==> src/rtl/rcfg_arb_pkg.sv <==
package rcfg_arb_pkg;
  localparam int IDX_W = 5;

  typedef enum logic [1:0] {
    ST_IDLE   = 2'd0,
    ST_ISSUE  = 2'd1,
    ST_RDWAIT = 2'd2
  } arbState_t;

  typedef struct packed {
    logic             issue;
    logic             isRead;
    logic             issueNext;
    logic             isReadNext;
    logic             grantLoad;
    logic             rdWait;
    logic [IDX_W-1:0] grantIdx;
    logic [IDX_W-1:0] grantNext;
  } arbStrobe_t;
endpackage

==> src/rtl/rcfg_arb_ctrl.sv <==
module rcfg_arb_ctrl
  import rcfg_arb_pkg::*;
#(
  parameter int NUM_HOSTS = 1
) (
  input  logic                 clk,
  input  logic                 rst,
  input  logic [NUM_HOSTS-1:0] hostWrite,
  input  logic [NUM_HOSTS-1:0] hostRead,
  input  logic [NUM_HOSTS-1:0] hostEnable,
  input  logic [NUM_HOSTS-1:0] hostAppliedAck,
  input  logic                 engWait,
  input  logic                 engRvalid,
  input  logic                 engApplied,
  output arbStrobe_t           strobe,
  output logic                 engAppliedAck
);
  localparam logic [NUM_HOSTS-1:0] ONE = NUM_HOSTS'(1);

  arbState_t        stateQ, stateN;
  logic [IDX_W-1:0] grantQ, grantN, winIdx;
  logic             isReadQ, isReadN, winFound, grantLoad;
  logic [NUM_HOSTS-1:0] reqVec;

  assign reqVec = hostWrite | hostRead;

  // round-robin scan starting after the last grant
  always_comb begin
    winFound = 1'b0;
    winIdx   = grantQ;
    for (int k = 1; k <= NUM_HOSTS; k++) begin
      if (!winFound && |(reqVec & (ONE << ((int'(grantQ) + k) % NUM_HOSTS)))) begin
        winFound = 1'b1;
        winIdx   = IDX_W'((int'(grantQ) + k) % NUM_HOSTS);
      end
    end
  end

  always_comb begin
    stateN    = stateQ;
    grantN    = grantQ;
    isReadN   = isReadQ;
    grantLoad = 1'b0;
    case (stateQ)
      ST_IDLE: if (winFound) begin
        stateN    = ST_ISSUE;
        grantN    = winIdx;
        isReadN   = |(hostRead & ~hostWrite & (ONE << winIdx));
        grantLoad = 1'b1;
      end
      ST_ISSUE:  if (!engWait) stateN = isReadQ ? ST_RDWAIT : ST_IDLE;
      ST_RDWAIT: if (engRvalid) stateN = ST_IDLE;
      default:   stateN = ST_IDLE;
    endcase
  end

  always_ff @(posedge clk) begin
    if (rst) begin
      stateQ  <= ST_IDLE;
      grantQ  <= '0;
      isReadQ <= 1'b0;
    end else begin
      stateQ  <= stateN;
      grantQ  <= grantN;
      isReadQ <= isReadN;
    end
  end

  assign strobe.issue      = (stateQ == ST_ISSUE);
  assign strobe.isRead     = isReadQ;
  assign strobe.issueNext  = (stateN == ST_ISSUE);
  assign strobe.isReadNext = isReadN;
  assign strobe.grantLoad  = grantLoad;
  assign strobe.rdWait     = (stateQ == ST_RDWAIT);
  assign strobe.grantIdx   = grantQ;
  assign strobe.grantNext  = grantN;

  // applied-event acknowledge collection
  logic                 pendQ, pendNow, allDone, ackQ;
  logic [NUM_HOSTS-1:0] ackSeenQ, enAcks;

  assign pendNow = pendQ | engApplied;
  assign enAcks  = hostAppliedAck & hostEnable;
  assign allDone = pendNow && (((ackSeenQ | enAcks) & hostEnable) == hostEnable);

  always_ff @(posedge clk) begin
    if (rst) begin
      pendQ    <= 1'b0;
      ackSeenQ <= '0;
      ackQ     <= 1'b0;
    end else begin
      ackQ     <= allDone;
      pendQ    <= pendNow & ~allDone;
      ackSeenQ <= (allDone || !pendNow) ? '0 : (ackSeenQ | enAcks);
    end
  end

  assign engAppliedAck = ackQ;
endmodule

==> src/rtl/rcfg_arb_datapath.sv <==
module rcfg_arb_datapath
  import rcfg_arb_pkg::*;
#(
  parameter int NUM_HOSTS = 1,
  parameter int ADDR_W    = 10,
  parameter int DATA_W    = 32,
  parameter int PIPE_EN   = 0
) (
  input  logic                        clk,
  input  logic                        rst,
  input  arbStrobe_t                  strobe,
  input  logic [NUM_HOSTS-1:0]        hostEnable,
  input  logic [NUM_HOSTS*ADDR_W-1:0] hostAddr,
  input  logic [NUM_HOSTS*DATA_W-1:0] hostWdata,
  output logic [NUM_HOSTS*DATA_W-1:0] hostRdata,
  output logic [NUM_HOSTS-1:0]        hostRvalid,
  output logic [NUM_HOSTS-1:0]        hostWait,
  output logic [NUM_HOSTS-1:0]        hostApplied,
  output logic                        engWrite,
  output logic                        engRead,
  output logic [ADDR_W-1:0]           engAddr,
  output logic [DATA_W-1:0]           engWdata,
  input  logic [DATA_W-1:0]           engRdata,
  input  logic                        engRvalid,
  input  logic                        engWait,
  input  logic                        engApplied
);
  localparam logic [NUM_HOSTS-1:0] ONE = NUM_HOSTS'(1);

  logic [NUM_HOSTS-1:0] grantOh, retOh, rvSel;
  logic [DATA_W-1:0]    rdataSel;
  logic                 accept;

  assign grantOh     = ONE << strobe.grantIdx;
  assign accept      = strobe.issue & ~engWait;
  assign hostWait    = ~(grantOh & {NUM_HOSTS{accept}});
  assign retOh       = grantOh & {NUM_HOSTS{strobe.rdWait & engRvalid}};
  assign hostApplied = hostEnable & {NUM_HOSTS{engApplied}};

  generate
    if (PIPE_EN != 0) begin : g_pipe
      logic              wrQ, rdQ;
      logic [ADDR_W-1:0] addrQ;
      logic [DATA_W-1:0] wdQ, rdataQ;
      logic [NUM_HOSTS-1:0] rvQ;
      always_ff @(posedge clk) begin
        if (rst) begin
          wrQ <= 1'b0; rdQ <= 1'b0; addrQ <= '0; wdQ <= '0;
          rvQ <= '0; rdataQ <= '0;
        end else begin
          wrQ    <= strobe.issueNext & ~strobe.isReadNext;
          rdQ    <= strobe.issueNext & strobe.isReadNext;
          rvQ    <= retOh;
          rdataQ <= engRdata;
          if (strobe.grantLoad) begin
            addrQ <= ADDR_W'(hostAddr >> (int'(strobe.grantNext) * ADDR_W));
            wdQ   <= DATA_W'(hostWdata >> (int'(strobe.grantNext) * DATA_W));
          end
        end
      end
      assign engWrite = wrQ;
      assign engRead  = rdQ;
      assign engAddr  = addrQ;
      assign engWdata = wdQ;
      assign rvSel    = rvQ;
      assign rdataSel = rdataQ;
    end else begin : g_comb
      logic pipeUnused;
      assign pipeUnused = ^{clk, rst, strobe.issueNext, strobe.isReadNext,
                            strobe.grantLoad, strobe.grantNext};
      assign engWrite = strobe.issue & ~strobe.isRead;
      assign engRead  = strobe.issue & strobe.isRead;
      assign engAddr  = ADDR_W'(hostAddr >> (int'(strobe.grantIdx) * ADDR_W));
      assign engWdata = DATA_W'(hostWdata >> (int'(strobe.grantIdx) * DATA_W));
      assign rvSel    = retOh;
      assign rdataSel = engRdata;
    end
  endgenerate

  assign hostRvalid = rvSel;

  generate
    for (genvar i = 0; i < NUM_HOSTS; i++) begin : g_ret
      assign hostRdata[i*DATA_W +: DATA_W] = rvSel[i] ? rdataSel : '0;
    end
  endgenerate
endmodule

==> src/rtl/rcfg_host_arbiter.sv <==
module rcfg_host_arbiter
  import rcfg_arb_pkg::*;
#(
  parameter int NUM_HOSTS = 1,
  parameter int ADDR_W    = 10,
  parameter int DATA_W    = 32,
  parameter int PIPE_EN   = 0
) (
  input  logic                        clk,
  input  logic                        rst,
  input  logic [NUM_HOSTS-1:0]        hostEnable,
  input  logic [NUM_HOSTS-1:0]        hostWrite,
  input  logic [NUM_HOSTS-1:0]        hostRead,
  input  logic [NUM_HOSTS*ADDR_W-1:0] hostAddr,
  input  logic [NUM_HOSTS*DATA_W-1:0] hostWdata,
  output logic [NUM_HOSTS*DATA_W-1:0] hostRdata,
  output logic [NUM_HOSTS-1:0]        hostRvalid,
  output logic [NUM_HOSTS-1:0]        hostWait,
  output logic [NUM_HOSTS-1:0]        hostApplied,
  input  logic [NUM_HOSTS-1:0]        hostAppliedAck,
  output logic                        engWrite,
  output logic                        engRead,
  output logic [ADDR_W-1:0]           engAddr,
  output logic [DATA_W-1:0]           engWdata,
  input  logic [DATA_W-1:0]           engRdata,
  input  logic                        engRvalid,
  input  logic                        engWait,
  input  logic                        engApplied,
  output logic                        engAppliedAck
);
  arbStrobe_t strobe;

  rcfg_arb_ctrl #(.NUM_HOSTS(NUM_HOSTS)) u_ctrl (
    .clk(clk), .rst(rst),
    .hostWrite(hostWrite), .hostRead(hostRead),
    .hostEnable(hostEnable), .hostAppliedAck(hostAppliedAck),
    .engWait(engWait), .engRvalid(engRvalid), .engApplied(engApplied),
    .strobe(strobe), .engAppliedAck(engAppliedAck)
  );

  rcfg_arb_datapath #(
    .NUM_HOSTS(NUM_HOSTS), .ADDR_W(ADDR_W), .DATA_W(DATA_W), .PIPE_EN(PIPE_EN)
  ) u_data (
    .clk(clk), .rst(rst), .strobe(strobe),
    .hostEnable(hostEnable), .hostAddr(hostAddr), .hostWdata(hostWdata),
    .hostRdata(hostRdata), .hostRvalid(hostRvalid), .hostWait(hostWait),
    .hostApplied(hostApplied),
    .engWrite(engWrite), .engRead(engRead), .engAddr(engAddr), .engWdata(engWdata),
    .engRdata(engRdata), .engRvalid(engRvalid), .engWait(engWait),
    .engApplied(engApplied)
  );
endmodule

==> config.mk <==
export PLATFORM = sky130hd
export DESIGN_NAME = rcfg_host_arbiter
export DESIGN_NICKNAME = d
export VERILOG_FILES = /design/src/rtl/rcfg_arb_pkg.sv /design/src/rtl/rcfg_arb_ctrl.sv /design/src/rtl/rcfg_arb_datapath.sv /design/src/rtl/rcfg_host_arbiter.sv
export SDC_FILE = /design/constraint.sdc
export NUM_CORES = 1
export LEC_CHECK = 0
export ABC_CLOCK_PERIOD_IN_PS = 2600
export BUFFER_PORTS_ARGS = -buffer_cell sky130_fd_sc_hd__buf_4
export CORE_AREA = 2 2 63 65
export CTS_CLUSTER_DIAMETER = 150
export DETAILED_ROUTE_END_ITERATION = 10
export DIE_AREA = 0 0 65 67
export GPL_TIMING_DRIVEN = 0
export HOLD_SLACK_MARGIN = 0.15
export PLACE_DENSITY = 0.94
export SETUP_SLACK_MARGIN = 0.2
export SLEW_MARGIN = 40
export SYNTH_ARGS = -nofsm -noshare
export SYNTH_HDL_FRONTEND = slang
export SYNTH_HIERARCHICAL = 1
export SYNTH_SLANG_ARGS = --single-unit
==> constraint.sdc <==
create_clock -name clk -period 2.6 [get_ports clk]
set_input_delay 0 -clock clk [delete_from_list [all_inputs] [get_ports clk]]
set_output_delay 0 -clock clk [all_outputs]
set_load 0.005 [all_outputs]
==> results.sh, run 1 <==
export IMPL_synth_nets=223
export IMPL_cp_required_ps=2710
export IMPL_cts_buffers=3
export IMPL_place_congestion=0.7967
export IMPL_initial_core_util=0.3033
export IMPL_layout_commonest_cell="buf_4"
export IMPL_h_tree_depth=1
export IMPL_grt_pass1_vias=1534
export IMPL_die_area_um2=4355
export IMPL_hp_class="input port to flip-flop"
export IMPL_routedWlPerCell_um=14.78
export IMPL_drt_iter0_drc=49
export IMPL_clkSlewWorstSetupHoldPaths_ps=50
export IMPL_cts_root_buf="clkbuf_8"
export IMPL_ios=163
export IMPL_track_usage=0.2330
export IMPL_avgViaCountPerCell=4.616
export IMPL_io_buffers=161
export IMPL_crit_fanout=2
export IMPL_drcViolationCount=0
export IMPL_wirelength_um=5351
export IMPL_clk_latency_ps=230
export IMPL_grt_max_degree=11
export IMPL_tns_ps=0
export IMPL_path_class="input port to flip-flop"
export IMPL_ir_drop_mv=0.2915
export IMPL_n_antenna_cell=0
export IMPL_status="completed"
export IMPL_syn_cell_area_um2=1094
export IMPL_crit_path_end_kind="flip-flop"
export IMPL_dp_hpwl_um=4454
export IMPL_maxCapViolations=0
export IMPL_clockBufferDepth=2
export IMPL_numClockSinks=11
export IMPL_final_cell_mix="163 x buf_4, 58 x and3_1, 11 x dfxtp_1"
export IMPL_fp_dieH_um=67
export IMPL_syn_area_per_cell_um2=7.811
export IMPL_die_w_um=65
export IMPL_antenna_found_initial=0
export IMPL_p_leak_uw=0.001441
export IMPL_cts_setup_buffers=0
export IMPL_core_area_um2=3606
export IMPL_p_per_area_nw_per_um2=228.0
export IMPL_cp_data_arrival_time_ps=2140
export IMPL_drive_above_1_share=0.6274
export IMPL_ys_warn_count=6
export IMPL_period_needed_ps=2024
export IMPL_cts_resized=0
export IMPL_rsz0062_at_grt="false"
export IMPL_cts_tree="yes"
export IMPL_netlist_instances=140
export IMPL_syn_to_final_growth_pct=128.4
export IMPL_drv_slew=0
export IMPL_grt_ovfl_total=0
export IMPL_ant_nets=0
export IMPL_fin_skew_ps=2.447
export IMPL_finalCritPeriodShare=0.7783
export IMPL_finalHoldViolCount=0
export IMPL_setup_viol=0
export IMPL_whs_ps=180.8
export IMPL_worst_setup_path_start_kind="input port"
export IMPL_rows=22
export IMPL_postCtsHoldBufs=9
export IMPL_fillers=312
export IMPL_dr_pass1_iters=4
export IMPL_fin_nets=398
export IMPL_grt_first_pass_wirelength_um=7900
export IMPL_fmax_mhz=494.1
export IMPL_vias=1671
## report_power, final
part | total (uW) | leakage, uW | switching [uW] | internal (uW)
clock | 167 | 0.0000228 | 59.6 | 107
combinational | 224 | 0.00133 | 61.7 | 162
sequential | 179 | 0.0000898 | 4.96 | 174
## worst max-delay path, cell delays in order
cell and delay [ps]:
dlygate4sd3_1 540, buf_4 140, nor3b_1 260, dlygate4sd3_1 600
nor2_1 50, dlygate4sd3_1 550
## cell type report
| class | instances | area, um2 | area share |
|---|---|---|---|
| flip-flops and latches | 11 | 220.2 | 0.08818 |
| inverters | 6 | 22.52 | 0.009018 |
| well taps | 48 | 60.06 | 0.02405 |
| clock buffers | 4 | 45.04 | 0.01804 |
| repair buffers | 170 | 1299 | 0.5200 |
| plain buffers | 18 | 105.1 | 0.04208 |
| multi-input cells | 105 | 745.7 | 0.2986 |
## stage by stage
step	std cells	total power, uW	utilization	setup slack, ps	area, um2
floorplan	140	237.0	-	1364	1094
detailed placement	349	395.1	0.6551	1090	2362
global route	362	600.2	0.6926	498.2	2497
finish	362	569.5	0.6926	576.3	2497
global placement	349	388.5	0.6551	1123	2362
CTS	362	575.2	0.6926	676.6	2497
## final timing paths
path / start / endpoint / slack [ps] / depth (start not counted)
worst max-delay path: hostAppliedAck / u_ctrl/engAppliedAck / 580 / 6
worst min-delay path: rst / u_ctrl/isReadQ / 180 / 2
worst min register to register: u_ctrl/grantQ[0] / u_ctrl/grantQ[0] / 460 / 2
worst max register to register: u_ctrl/ackSeenQ / u_ctrl/engAppliedAck / 750 / 4
## state kept, by name, summed over array words and instances, names as in the netlist
register	cells
u_ctrl/grantQ	5
u_ctrl/isReadQ	1
u_ctrl/stateQ	2
u_ctrl/pendQ	1
u_ctrl/ackSeenQ	1
u_ctrl/engAppliedAck	1
## per-layer routing
metal / track usage / vias to the layer above / wire length (um) / part of all wire
met3: 0.05236 / 2 / 467 / 0.087
met2: 0.4381 / 62 / 2839 / 0.53
met5: 0 / - / 0 / 0
met4: 0.04255 / 0 / 27 / 0.0050
li1: - / 855 / - / -
met1: 0.2695 / 752 / 2017 / 0.38
No activity file was read; power rests on OpenSTA's default activity.
==> run 2: changes to the inputs <==
ABC_CLOCK_PERIOD_IN_PS = 2110   (was 2600)
CORE_AREA = unset   (was 2 2 63 65)
CORE_UTILIZATION = 31   (was unset)
DIE_AREA = unset   (was 0 0 65 67)
PLACE_DENSITY = 0.93   (was 0.94)
clock period = 2.11 ns   (was 2.6 ns; I/O delays follow)
==> run 2 against run 1 <==
Sequential share of layout area up 0.15 points. Clock-buffer cell count down 1. Critical endpoint is now hostRdata[20]. Critical path type is now flip-flop to primary output. Worst hold slack worse by 32 ps. Global-route usage down 0.92 points. Highest routed layer unchanged.
==> results.sh, run 2 (same netlist as run 1, synthesis figures left out) <==
export IMPL_clk_latency_ps=260
export IMPL_drive_above_1_share=0.6358
export IMPL_critical_path_top_delay_family="simple AND/OR/NAND/NOR gates"
export IMPL_n_antenna_cell=0
export IMPL_routedWlPerCell_um=13.33
export IMPL_dr_pass1_iters=4
export IMPL_fmax_mhz=565.7
export IMPL_clkSlewWorstSetupHoldPaths_ps=70
export IMPL_grt_use_met2=0.4394
export IMPL_p_per_area_nw_per_um2=256.4
export IMPL_drcViolationCount=0
export IMPL_grt_util_met1=0.2513
export IMPL_fin_skew_ps=1.205
export IMPL_finalHoldViolCount=0
export IMPL_cp_num_buf_inv=2
export IMPL_use_met3=0.02731
export IMPL_worst_setup_path_start_kind="flip-flop"
export IMPL_clockBufferDepth=2
export IMPL_cp_slowest_stage_delay_ps=430
export IMPL_antenna_found_initial=0
export IMPL_timing_final_ws_setup_ps=342.4
export IMPL_numClockSinks=11
export IMPL_cts_root_buf="clkbuf_4"
export IMPL_reg_top3="u_ctrl/grantQ: 5 flops, u_ctrl/stateQ: 2 flops"
export IMPL_final_util=0.7340
export IMPL_grt_first_pass_wirelength_um=6430
export IMPL_initial_core_util=0.3251
export IMPL_die_area_um2=3769
export IMPL_tns_ps=0
export IMPL_period_needed_ps=1768
export IMPL_finalCritPeriodShare=0.8377
export IMPL_vias=1710
export IMPL_top_register="u_ctrl/grantQ"
export IMPL_place_congestion=0.7186
export IMPL_rsz0062_at_grt="false"
export IMPL_path_class="flip-flop to primary output"
export IMPL_busiest_layer="met2"
export IMPL_fin_area_um2=2469
export IMPL_p_leak_uw=0.001430
export IMPL_drt_iter0_drc=57
export IMPL_dp_hpwl_um=3841
export IMPL_die_w_um=61.40
export IMPL_maxCapViolations=0
export IMPL_fp_dieH_um=61.40
export IMPL_syn_to_final_growth_pct=125.7
export IMPL_fin_nets=397
export IMPL_wirelength_um=4785
export IMPL_cts_buffers=3
export IMPL_track_usage=0.2237
export IMPL_status="completed"
export IMPL_ant_nets=0
export IMPL_crit_path_end_kind="primary output"
export IMPL_layout_commonest_cell="buf_4"
export IMPL_grt_max_degree=11
export IMPL_whs_ps=148.5
export IMPL_crit_chain="and2b_2 > and4bb_2 > clkbuf_1 > and3_1 > buf_4"
export IMPL_slowest_stage="dfxtp_1"
export IMPL_ios=163
export IMPL_core_area_um2=3363
export IMPL_grt_ovfl_total=0
export IMPL_post_dp_cell_area_um2=2360
export IMPL_avgViaCountPerCell=4.763
export IMPL_cts_tree="yes"
export IMPL_cp_required_ps=2110
export IMPL_h_tree_depth=1
export IMPL_largest_reg_flops=5
export IMPL_drv_slew=0
export IMPL_hp_class="input port to flip-flop"
export IMPL_grt_pass1_vias=1433
export IMPL_cp_data_arrival_time_ps=1770
export IMPL_pre_cts_slack_ps=591.5
export IMPL_crit_fanout=10
export IMPL_final_cell_mix="163 x buf_4, 58 x and3_1, 10 x dfxtp_1"
export IMPL_rows=21
export IMPL_ir_drop_mv=0.3020
export IMPL_io_buffers=161
export IMPL_setup_viol=0
run 2: changes by cell type in the layout (fill, tap and decap cells not counted):
cell           previous run  this run
dfxtp_1                  11        10
clkbuf_8                  3         0
clkbuf_4                  0         3
clkinv_2                  0         1
clkbuf_1                  8         7
dlygate4sd3_1             9         8
dfxtp_2                   0         1
run 2: worst paths after layout:
check / from / depth (start not counted) / slack (ps) / to
max: u_ctrl/stateQ[1] / 5 / 340 / hostRdata[20]
min: hostEnable / 3 / 150 / u_ctrl/pendQ
max reg2reg: u_ctrl/stateQ[1] / 3 / 570 / u_ctrl/stateQ[1]
min reg2reg: u_ctrl/grantQ[0] / 2 / 460 / u_ctrl/grantQ[0]
run 2: metal layers:
| metal | wire length (um) | part of all wire |
|---|---|---|
| met3 | 315 | 0.066 |
| met1 | 1855 | 0.39 |
| met5 | 0 | 0 |
| met2 | 2535 | 0.53 |
| met4 | 79 | 0.017 |
run 2: worst reg2reg max path, cell delays in order, from the launching register on:
cell and delay, ps:
dfxtp_1 430, or3b_1 370, a21oi_1 140, dlygate4sd3_1 550
run 2: where the power goes:
part	switching, uW	internal [uW]	total (uW)
Combinational	73.9	199	273
Clock	70.8	69.9	141
Sequential	5.61	214	219
Total	150	483	633
run 2: final cells by class:
cell class	count	area (um2)
tap	46	57.56
timing repair buffer	169	1289
multi-input combinational	105	745.7
sequential	11	221.5
clock buffer	3	22.52
fill	282	894.6
inverter	6	22.52
buffer	18	105.1
clock inverter	1	5.005
run 2: repair_timing:
action / in CTS / in global routing
buffers inserted: 0 / 0
gates resized for setup: 0 / 1
endpoints found under the hold margin: 6 / 0
hold buffers: 9 / 0
setup endpoints to repair: 0 / 2
run 2: per-stage QoR:
stage | cells | total power (uW)
floorplan | 140 | 292.0
global placement | 347 | 479.1
detailed placement | 347 | 484.6
CTS | 360 | 637.7
global route | 359 | 673.8
finish | 359 | 632.9
